File: src/rtl/dpcm_pkg.sv
package dpcm_pkg;

    typedef enum logic {
        PRED_3TAP  = 1'b0,
        PRED_2DIFF = 1'b1
    } pred_mode_e;

    // Wide signed working type; SAMPLE_W must stay at or below 22 bits.
    typedef logic signed [31:0] acc_t;

    localparam int Q_SHIFT = 8;
    localparam int WT_NEW  = 192;
    localparam int WT_MID  = 51;
    localparam int WT_OLD  = 13;
    localparam int Q_HALF  = 1 << (Q_SHIFT - 1);

    typedef struct packed {
        acc_t n1;
        acc_t n2;
        acc_t n3;
    } taps_t;

    function automatic acc_t lim_hi(int w);
        return (acc_t'(1) <<< (w - 1)) - acc_t'(1);
    endfunction

    function automatic acc_t lim_lo(int w);
        return -(acc_t'(1) <<< (w - 1));
    endfunction

    // Bound a value to the signed range of a w-bit word.
    function automatic acc_t bound_to(acc_t v, int w);
        if (v > lim_hi(w)) return lim_hi(w);
        if (v < lim_lo(w)) return lim_lo(w);
        return v;
    endfunction

endpackage

File: src/rtl/dpcm_predictor.sv
module dpcm_predictor
    import dpcm_pkg::*;
#(
    parameter pred_mode_e MODE = PRED_3TAP
) (
    input  taps_t taps_i,
    output acc_t  pred_o
);

    generate
        if (MODE == PRED_3TAP) begin : g_three_tap
            acc_t wsum;
            always_comb begin
                wsum   = acc_t'(WT_NEW) * taps_i.n1
                       + acc_t'(WT_MID) * taps_i.n2
                       + acc_t'(WT_OLD) * taps_i.n3
                       + acc_t'(Q_HALF);
                pred_o = wsum >>> Q_SHIFT;
            end
        end else begin : g_line
            logic unused_oldest;
            assign unused_oldest = ^taps_i.n3;
            always_comb pred_o = (taps_i.n1 <<< 1) - taps_i.n2;
        end
    endgenerate

endmodule

File: src/rtl/dpcm_encoder.sv
module dpcm_encoder
    import dpcm_pkg::*;
#(
    parameter int         SAMPLE_W = 12,
    parameter int         RESID_W  = 4,
    parameter pred_mode_e MODE     = PRED_3TAP
) (
    input  logic                       clk,
    input  logic                       rst,
    input  logic signed [SAMPLE_W-1:0] smp_i,
    input  logic                       smp_vld_i,
    output logic signed [RESID_W-1:0]  res_now_o,
    output logic signed [RESID_W-1:0]  res_q_o,
    output logic                       res_vld_o,
    output logic signed [SAMPLE_W-1:0] hist1_o
);

    logic signed [SAMPLE_W-1:0] h1, h2, h3;
    logic signed [SAMPLE_W-1:0] recon;
    taps_t taps;
    acc_t  pred, diff, resid;

    always_comb begin
        taps.n1 = acc_t'(h1);
        taps.n2 = acc_t'(h2);
        taps.n3 = acc_t'(h3);
    end

    dpcm_predictor #(.MODE(MODE)) pred_i (
        .taps_i (taps),
        .pred_o (pred)
    );

    always_comb begin
        diff      = acc_t'(smp_i) - pred;
        resid     = bound_to(diff, RESID_W);
        recon     = SAMPLE_W'(bound_to(pred + resid, SAMPLE_W));
        res_now_o = RESID_W'(resid);
    end

    always_ff @(posedge clk) begin
        if (rst) begin
            h1        <= '0;
            h2        <= '0;
            h3        <= '0;
            res_q_o   <= '0;
            res_vld_o <= 1'b0;
        end else begin
            res_vld_o <= smp_vld_i;
            if (smp_vld_i) begin
                h1      <= recon;
                h2      <= h1;
                h3      <= h2;
                res_q_o <= res_now_o;
            end
        end
    end

    assign hist1_o = h1;

endmodule

File: src/rtl/dpcm_decoder.sv
module dpcm_decoder
    import dpcm_pkg::*;
#(
    parameter int         SAMPLE_W = 12,
    parameter int         RESID_W  = 4,
    parameter pred_mode_e MODE     = PRED_3TAP
) (
    input  logic                       clk,
    input  logic                       rst,
    input  logic signed [RESID_W-1:0]  res_i,
    input  logic                       res_vld_i,
    output logic signed [SAMPLE_W-1:0] rec_o,
    output logic                       rec_vld_o
);

    logic signed [SAMPLE_W-1:0] h1, h2, h3;
    logic signed [SAMPLE_W-1:0] rebuilt;
    taps_t taps;
    acc_t  pred;

    always_comb begin
        taps.n1 = acc_t'(h1);
        taps.n2 = acc_t'(h2);
        taps.n3 = acc_t'(h3);
    end

    dpcm_predictor #(.MODE(MODE)) pred_i (
        .taps_i (taps),
        .pred_o (pred)
    );

    always_comb rebuilt = SAMPLE_W'(bound_to(pred + acc_t'(res_i), SAMPLE_W));

    always_ff @(posedge clk) begin
        if (rst) begin
            h1        <= '0;
            h2        <= '0;
            h3        <= '0;
            rec_vld_o <= 1'b0;
        end else begin
            rec_vld_o <= res_vld_i;
            if (res_vld_i) begin
                h1 <= rebuilt;
                h2 <= h1;
                h3 <= h2;
            end
        end
    end

    assign rec_o = h1;

endmodule

File: src/rtl/dpcm_codec.sv
module dpcm_codec
    import dpcm_pkg::*;
#(
    parameter int         SAMPLE_W = 12,
    parameter int         RESID_W  = 4,
    parameter pred_mode_e MODE     = PRED_3TAP
) (
    input  logic                       clk,
    input  logic                       rst,
    input  logic signed [SAMPLE_W-1:0] smp_in,
    input  logic                       smp_vld,
    output logic signed [RESID_W-1:0]  res_out,
    output logic                       res_vld,
    output logic signed [SAMPLE_W-1:0] rec_out,
    output logic                       rec_vld
);

    logic signed [RESID_W-1:0]  res_link;
    logic signed [SAMPLE_W-1:0] enc_hist1;

    dpcm_encoder #(
        .SAMPLE_W (SAMPLE_W),
        .RESID_W  (RESID_W),
        .MODE     (MODE)
    ) enc_i (
        .clk       (clk),
        .rst       (rst),
        .smp_i     (smp_in),
        .smp_vld_i (smp_vld),
        .res_now_o (res_link),
        .res_q_o   (res_out),
        .res_vld_o (res_vld),
        .hist1_o   (enc_hist1)
    );

    dpcm_decoder #(
        .SAMPLE_W (SAMPLE_W),
        .RESID_W  (RESID_W),
        .MODE     (MODE)
    ) dec_i (
        .clk       (clk),
        .rst       (rst),
        .res_i     (res_link),
        .res_vld_i (smp_vld),
        .rec_o     (rec_out),
        .rec_vld_o (rec_vld)
    );

endmodule

File: config.mk
export PLATFORM = sky130hd
export DESIGN_NAME = dpcm_codec
export DESIGN_NICKNAME = d
export VERILOG_FILES = /design/src/rtl/dpcm_pkg.sv /design/src/rtl/dpcm_predictor.sv /design/src/rtl/dpcm_encoder.sv /design/src/rtl/dpcm_decoder.sv /design/src/rtl/dpcm_codec.sv
export SDC_FILE = /design/constraint.sdc
export NUM_CORES = 1
export LEC_CHECK = 0
export ABC_AREA = 1
export BUFFER_PORTS_ARGS = -buffer_cell sky130_fd_sc_hd__buf_4
export CORE_MARGIN = 5
export CORE_UTILIZATION = 35
export DETAILED_ROUTE_END_ITERATION = 8
export GPL_TIMING_DRIVEN = 0
export PLACE_DENSITY_LB_ADDON = 0.08
export SETUP_SLACK_MARGIN = 0.1
export SYNTH_ARGS = -nofsm -noshare
export SYNTH_HDL_FRONTEND = slang
export SYNTH_HIERARCHICAL = 1
export SYNTH_SLANG_ARGS = --single-unit
File: constraint.sdc
create_clock -name clk -period 13.7 [get_ports clk]
set_clock_uncertainty 0.05 [all_clocks]
set_input_delay 2.74 -clock clk [delete_from_list [all_inputs] [get_ports clk]]
set_output_delay 2.74 -clock clk [all_outputs]
set_load 0.02 [all_outputs]
==> flow_metrics.env, run 1 <==
export IMPL_hold_violations=0
export IMPL_tritoncts="yes"
export IMPL_rsz0062_at_grt="false"
export IMPL_num_io_pins=33
export IMPL_grt_max_degree=82
export IMPL_gp_congestion=0.854
export IMPL_vias=25700
export IMPL_multi_input_area_mm2=0.0241
export IMPL_critPathMostFrequentCell="nand2_1"
export IMPL_clk_pin_slew_ns=0.07
export IMPL_die_width_um=303
export IMPL_insertion_delay_ns=0.37
export IMPL_place_ws_ns=-0.466
export IMPL_worst_pin_slew_ns=0.886
export IMPL_dr_pass1_iters=5
export IMPL_clock_sinks=78
export IMPL_final_antenna_net_count=0
export IMPL_root_buffer="clkbuf_16"
export IMPL_fin_nets=5338
export IMPL_overflow=0
export IMPL_critPathCaptureType="flip-flop"
export IMPL_worst_path_buf_inv=8
export IMPL_hold_class="reg -> reg"
export IMPL_layout_drive_gt1_share_pct=5.26
export IMPL_die_area_mm2=0.0921
export IMPL_finalCritPeriodShare_pct=94.0
export IMPL_post_drt_via_cell_ratio=4.58
export IMPL_syn_cell_area_mm2=0.0301
export IMPL_slew_violations=0
export IMPL_fmax_mhz=77.7
export IMPL_initial_core_util_pct=35.3
export IMPL_drv_cap=0
export IMPL_antenna_found_initial=0
export IMPL_syn_nets=5286
export IMPL_tns_ns=0
export IMPL_wl_per_cell_um=14.5
export IMPL_placed_area_mm2=0.0319
export IMPL_drc_errors=0
export IMPL_cp_top_family="adder cells"
export IMPL_htree_levels=3
export IMPL_ys_seq_elements=78
export IMPL_period_needed_ns=12.88
export IMPL_port_buffers=32
export IMPL_track_usage_pct=18.0
export IMPL_synth_mux_area_share_pct=0
export IMPL_slowest_delay_ns=0.54
export IMPL_synth_compound_area_share_pct=8.66
export IMPL_outcome="finished clean"
export IMPL_crit_required_ns=13.91
export IMPL_synthDistinctLibCells=53
export IMPL_synth_xor_area_share_pct=3.42
export IMPL_rows=107
export IMPL_timing_slew_headroom_pct=41.0
export IMPL_ys_warn_count=6
export IMPL_synth_edff_count=0
export IMPL_antenna_cells=0
export IMPL_final_area_mm2=0.0324
export IMPL_synthSimpleGateAreaFrac_pct=23.9
export IMPL_setup_viol=0
export IMPL_synth_top_family_by_area="adder cells"
export IMPL_first_global_vias=25000
export IMPL_n_fill_cell=9395
export IMPL_cts_buffers=9
export IMPL_cp_arrival_ns=13.08
export IMPL_hpwlAfterDp_um=73100
export IMPL_routed_wl_um=81300
export IMPL_cp_max_fo=10
export IMPL_synth_top_flop_cell="dfxtp_1"
export IMPL_async_reset_ff_share_pct=0
export IMPL_netlist_instances=4412
export IMPL_synth_seq_area_share_pct=5.18
export IMPL_grt_pass1_wl_um=133000
export IMPL_fin_ws_ns=0.824
export IMPL_layout_area_seq_mm2=0.00158
export IMPL_syn_avg_cell_area_um2=6.83
export IMPL_synth_fa_ha_area_share_pct=43.6
export IMPL_crit_path_start_kind="flip-flop"
export IMPL_dr_first_iter_drc_count=1234
export IMPL_syn_to_final_growth_pct=7.40
export IMPL_core_area_mm2=0.0853
export IMPL_cts_path_max_buffers=2
export IMPL_crit_type="reg -> reg"
export IMPL_cp_slowest_cell="fa_1"
export IMPL_dieHeight_um=303
[sequential cells by signal, indices dropped and copies added, names as in the netlist]
register         flops
enc_i/hist1_o       12
dec_i/h3            12
enc_i/h3            12
enc_i/h2            12
dec_i/rec_vld_o      1
dec_i/rec_o         12
enc_i/res_q_o        4
dec_i/h2            12
enc_i/res_vld_o      1
[final cells by class]
cell class	instances	share of cell area [%]
Buffer	43	0.792
Clock buffer	9	0.696
Clock inverter	7	0.271
Inverter	1158	13.4
Multi-Input combinational cell	3133	74.3
Sequential cell	78	4.87
Tap cell	1144	4.42
Timing Repair Buffer	41	1.17
[path summary, 6_finish.rpt]
path,startpoint,endpoint,slack [ns],cells past startpoint
worst max-delay path,enc_i/hist1_o[2],enc_i/hist1_o[3],0.82,56
worst min-delay path,enc_i/res_q_o[1],enc_i/res_q_o[1],0.50,2
worst max register to register,enc_i/hist1_o[2],enc_i/hist1_o[3],0.82,56
worst min register to register,enc_i/res_q_o[1],enc_i/res_q_o[1],0.50,2
[cell usage in the layout, fill, tap and decap left out, types with 9 or more instances in the layout]
cell	Yosys	final
nand2_2	32	34
a21oi_1	193	189
nand4_1	50	50
dfxtp_1	78	72
nor2_1	374	371
nor3_2	9	9
o21ai_0	149	144
nor3_1	19	19
inv_2	9	9
a21o_1	16	16
xnor2_1	46	46
clkbuf_1	21	19
nand3_1	147	146
fa_1	319	319
nor2_2	23	26
ha_1	540	539
nand3_2	22	23
inv_1	1143	1143
buf_4	16	52
o21bai_1	18	18
o21ai_1	12	15
nor4_1	14	14
xor2_1	70	68
a31oi_1	17	17
a21oi_2	22	25
nand2_1	974	972
nand3b_1	16	16
clkbuf_16	0	9
[synthesized netlist by cell type (all sizes together), types with 8 or more instances]
library cell | count | share of area [%]
a21boi | 8 | 0.20
a21o | 16 | 0.40
a21oi | 215 | 3.8
a31oi | 17 | 0.35
and2 | 8 | 0.17
buf | 22 | 0.58
clkbuf | 21 | 0.26
dfxtp | 78 | 5.2
fa | 319 | 21
ha | 540 | 22
inv | 1152 | 14
nand2 | 1006 | 13
nand3 | 169 | 3.2
nand3b | 16 | 0.40
nand4 | 50 | 1.0
nor2 | 397 | 5.1
nor3 | 28 | 0.61
nor4 | 16 | 0.40
o21ai | 163 | 2.7
o21bai | 21 | 0.59
xnor2 | 46 | 1.3
xor2 | 71 | 2.1
[routing by layer]
metal	up-vias	wire length, um	GRT usage [%]
li1	13600	-	-
met4	0	738	2.56
met3	28	2230	0.970
met2	270	34400	27.8
met5	-	0	0
met1	11800	43900	28.1
[kinds of logic (layout without fill, tap and decap cells)]
logic type | after synthesis | count (layout)
compound gates | 460 | 460
xor+xnor | 117 | 117
simple gates | 1697 | 1697
buf+inv | 1201 | 1258
fa+ha+maj | 859 | 859
flops | 78 | 78
[timing repair]
item,4_1_cts,5_1_grt
buffers inserted,0,4
resized for setup,3,26
pin swaps,0,3
hold buffers,0,0
setup endpoints to repair,21,24
[worst min-delay path, stage by stage (launching register included)]
cell and delay (ns):
dfxtp_1 0.38, o211ai_1 0.10, inv_1 0.05
[through the flow]
step,utilization [%],hold slack (ns),std cells
floorplan,-,0.444,4412
global placement,37.3,0.479,5588
detailed placement,37.4,0.476,5593
CTS,37.8,0.497,5609
global route,38.0,0.518,5613
finish,38.0,0.499,5613
Power of run 1 is not shown: default switching activity piles up to over one toggle a cycle in this logic, so the estimate is an artifact.
==> run 2: changes to the inputs <==
--- a/config.mk
+++ b/config.mk
@@ -15,5 +15,4 @@
 export SETUP_SLACK_MARGIN = 0.1
 export SYNTH_ARGS = -nofsm -noshare
 export SYNTH_HDL_FRONTEND = slang
-export SYNTH_HIERARCHICAL = 1
 export SYNTH_SLANG_ARGS = --single-unit
==> constraint.sdc (replaced) <==
create_clock -name clk -period 13.6 [get_ports clk]
set_clock_uncertainty 0.05 [all_clocks]
set_input_delay 2.72 -clock clk [delete_from_list [all_inputs] [get_ports clk]]
set_output_delay 2.72 -clock clk [all_outputs]
set_load 0.02 [all_outputs]
==> run 2 against run 1 <==
  * Global-route usage fell by 1.6 points
  * Synthesized area fell by 50%
  * Synthesized cell count fell by 57%
  * First-iteration DRC count fell by 56%
  * Count of clock-buffer cells in the layout rose by 3
  * Final area fell by 50%
  * Core utilization rose by 0.39 points
  * Wire length fell by 54%
  * Die area fell by 49%
  * Sequential share of layout area rose by 4.7 points
  * Critical path type unchanged
  * Critical endpoint is now dec_i.rec_o[8]
  * Highest routed layer unchanged
==> flow_metrics.env, run 2 <==
export IMPL_outcome="finished clean"
export IMPL_overflow=0
export IMPL_port_buffers=31
export IMPL_crit_required_ns=13.75
export IMPL_netlist_area_leader_share_pct=25.6
export IMPL_synth_seq_area_share_pct=10.3
export IMPL_final_antenna_net_count=0
export IMPL_cp_slowest_cell="a21oi_1"
export IMPL_hold_path_cell_count=2
export IMPL_drv_cap=0
export IMPL_cp_max_fo=13
export IMPL_cp_top_family="adder cells"
export IMPL_fin_nets=2418
export IMPL_netlist_top_cells_count="473 x inv_1, 306 x ha_1, 242 x nand2_1"
export IMPL_syn_to_final_growth_pct=7.98
export IMPL_worst_pin_slew_ns=0.812
export IMPL_cts_buffers=9
export IMPL_n_fill_cell=4480
export IMPL_tritoncts="yes"
export IMPL_die_width_um=217
export IMPL_post_drt_via_cell_ratio=4.69
export IMPL_slowest_delay_ns=0.66
export IMPL_cts_setup_buffers=0
export IMPL_yosys_top_cells_area="ha_1 26%, fa_1 22%, inv_1 12%"
export IMPL_worst_path_buf_inv=7
export IMPL_drc_errors=0
export IMPL_insertion_delay_ns=0.34
export IMPL_hold_class="reg -> reg"
export IMPL_finalCritPeriodShare_pct=85.9
export IMPL_htree_levels=3
export IMPL_gp_congestion=0.829
export IMPL_async_reset_ff_share_pct=0
export IMPL_antenna_cells=0
export IMPL_num_io_pins=33
export IMPL_syn_avg_cell_area_um2=7.91
export IMPL_dieHeight_um=217
export IMPL_crit_type="reg -> reg"
export IMPL_layout_drive_gt1_share_pct=5.52
export IMPL_dr_pass1_iters=5
export IMPL_core_area_mm2=0.0421
export IMPL_timing_slew_headroom_pct=45.5
export IMPL_synthDistinctLibCells=47
export IMPL_hold_violations=0
export IMPL_rsz0062_at_grt="false"
export IMPL_hpwlAfterDp_um=33200
export IMPL_first_global_vias=11600
export IMPL_synth_edff_count=0
export IMPL_slew_violations=0
export IMPL_cts_path_max_buffers=2
export IMPL_period_needed_ns=11.68
export IMPL_clk_pin_slew_ns=0.06
export IMPL_ys_warn_count=0
export IMPL_critPathCaptureType="flip-flop"
export IMPL_wl_per_cell_um=15.2
export IMPL_mostFrequentLayoutCell="inv_1"
export IMPL_cp_arrival_ns=11.83
export IMPL_syn_cell_area_mm2=0.0150
export IMPL_ys_seq_elements=77
export IMPL_antenna_found_initial=0
export IMPL_layout_area_seq_mm2=0.00154
export IMPL_rrSetupSlack_ns=1.92
export IMPL_die_area_mm2=0.0470
export IMPL_track_usage_pct=16.3
export IMPL_synth_top_flop_cell="dfxtp_1"
export IMPL_multi_input_area_mm2=0.0115
export IMPL_reg2reg_depth=53
export IMPL_vias=11600
export IMPL_grt_max_degree=15
export IMPL_crit_path_start_kind="flip-flop"
export IMPL_critPathMostFrequentCell="nand2_1"
export IMPL_setup_viol=0
export IMPL_clock_sinks=77
export IMPL_root_buffer="clkbuf_16"
export IMPL_yosysTopAreaCell="ha_1"
export IMPL_rr_startpoint="enc_i.hist1_o[2]"
export IMPL_timing_rr_end="dec_i.rec_o[8]"
export IMPL_cts_resized=0
export IMPL_min_from="enc_i.hist1_o[1]"
export IMPL_post_synth_top_count_cell="inv_1"
export IMPL_ctsHoldBuffers=0
export IMPL_fmax_mhz=85.6
export IMPL_holdPathEnd="enc_i.h2[1]"
export IMPL_tns_ns=0
export IMPL_grt_pass1_wl_um=61700
export IMPL_routed_wl_um=37800
export IMPL_syn_nets=2376
export IMPL_rows=75
export IMPL_netlist_instances=1892
export IMPL_mostFrequentLayoutCells="473 x inv_1, 306 x ha_1, 242 x nand2_1"
export IMPL_initial_core_util_pct=35.5
export IMPL_dr_first_iter_drc_count=540
==> run 2: cell types whose count changed after synthesis, sizes merged, moves of 85 or more <==
cell   before  now
nand2    1006  263
inv      1152  478
nor2      397   89
ha        540  306
fa        319  163
o21ai     163   77
nand3     169   84
==> run 2: worst max-delay path by stage <==
stage                           from  cells past startpoint              end
global placement    enc_i.hist1_o[2]                     54   dec_i.rec_o[1]
detailed placement  enc_i.hist1_o[2]                     53   dec_i.rec_o[7]
finish              enc_i.hist1_o[2]                     53   dec_i.rec_o[8]
floorplan           enc_i.hist1_o[1]                     52  dec_i.rec_o[10]
global route        enc_i.hist1_o[2]                     52   dec_i.rec_o[1]
CTS                 enc_i.hist1_o[2]                     54   dec_i.rec_o[1]
==> run 2: cell type report <==
type | count | area share (%)
multi-input cells | 1303 | 71.0
inverters | 480 | 11.1
flip-flops and latches | 77 | 9.54
well taps | 539 | 4.17
clock buffers | 12 | 1.59
repair buffers | 31 | 1.44
plain buffers | 32 | 0.906
clock inverters | 4 | 0.194
==> run 2: per-stage QoR <==
| stage | hold slack (ns) | instance area, um^2 | worst slack, ns | instances | util, % |
|---|---|---|---|---|---|
| 2_1_floorplan | 0.419 | 15000 | 3.85 | 1892 | - |
| 3_3_place_gp | 0.478 | 15900 | 2.01 | 2462 | 37.7 |
| 3_5_place_dp | 0.480 | 15900 | 1.98 | 2462 | 37.7 |
| 4_1_cts | 0.482 | 16200 | 1.94 | 2478 | 38.4 |
| 5_1_grt | 0.502 | 16200 | 0.943 | 2478 | 38.4 |
| 6_report | 0.476 | 16200 | 1.92 | 2478 | 38.4 |
==> run 2: layer usage <==
layer  routed length [um]  vias up  track usage [%]
li1                     -     6019                -
met1                19800     5464             24.8
met2                16600      117             26.1
met3                 1080       15             1.57
met4                  220        0             1.67
met5                    0        -                0
==> run 2: cells by family (layout without fill, tap and decap cells) <==
group	Yosys count	in the layout	share of synthesized area, %
buffers and inverters	512	559	13.0
AND/OR/NAND/NOR	477	477	14.4
adder cells (fa/ha/maj)	469	469	47.4
AO/OA/AOI/OAI	268	268	9.64
XOR/XNOR	89	89	5.26
flip-flops	77	77	10.3
==> run 2: worst reg2reg max path: cells and delay by family (launching register included) <==
kind                     cells  cell delay, ns
adder cells (fa/ha/maj)     11            4.38
AO/OA/AOI/OAI               14            2.81
AND/OR/NAND/NOR             18            2.37
XOR/XNOR                     3            0.83
buffers and inverters        7            0.74
flip-flops                   1            0.34
Power of run 2 is left out for the same reason.
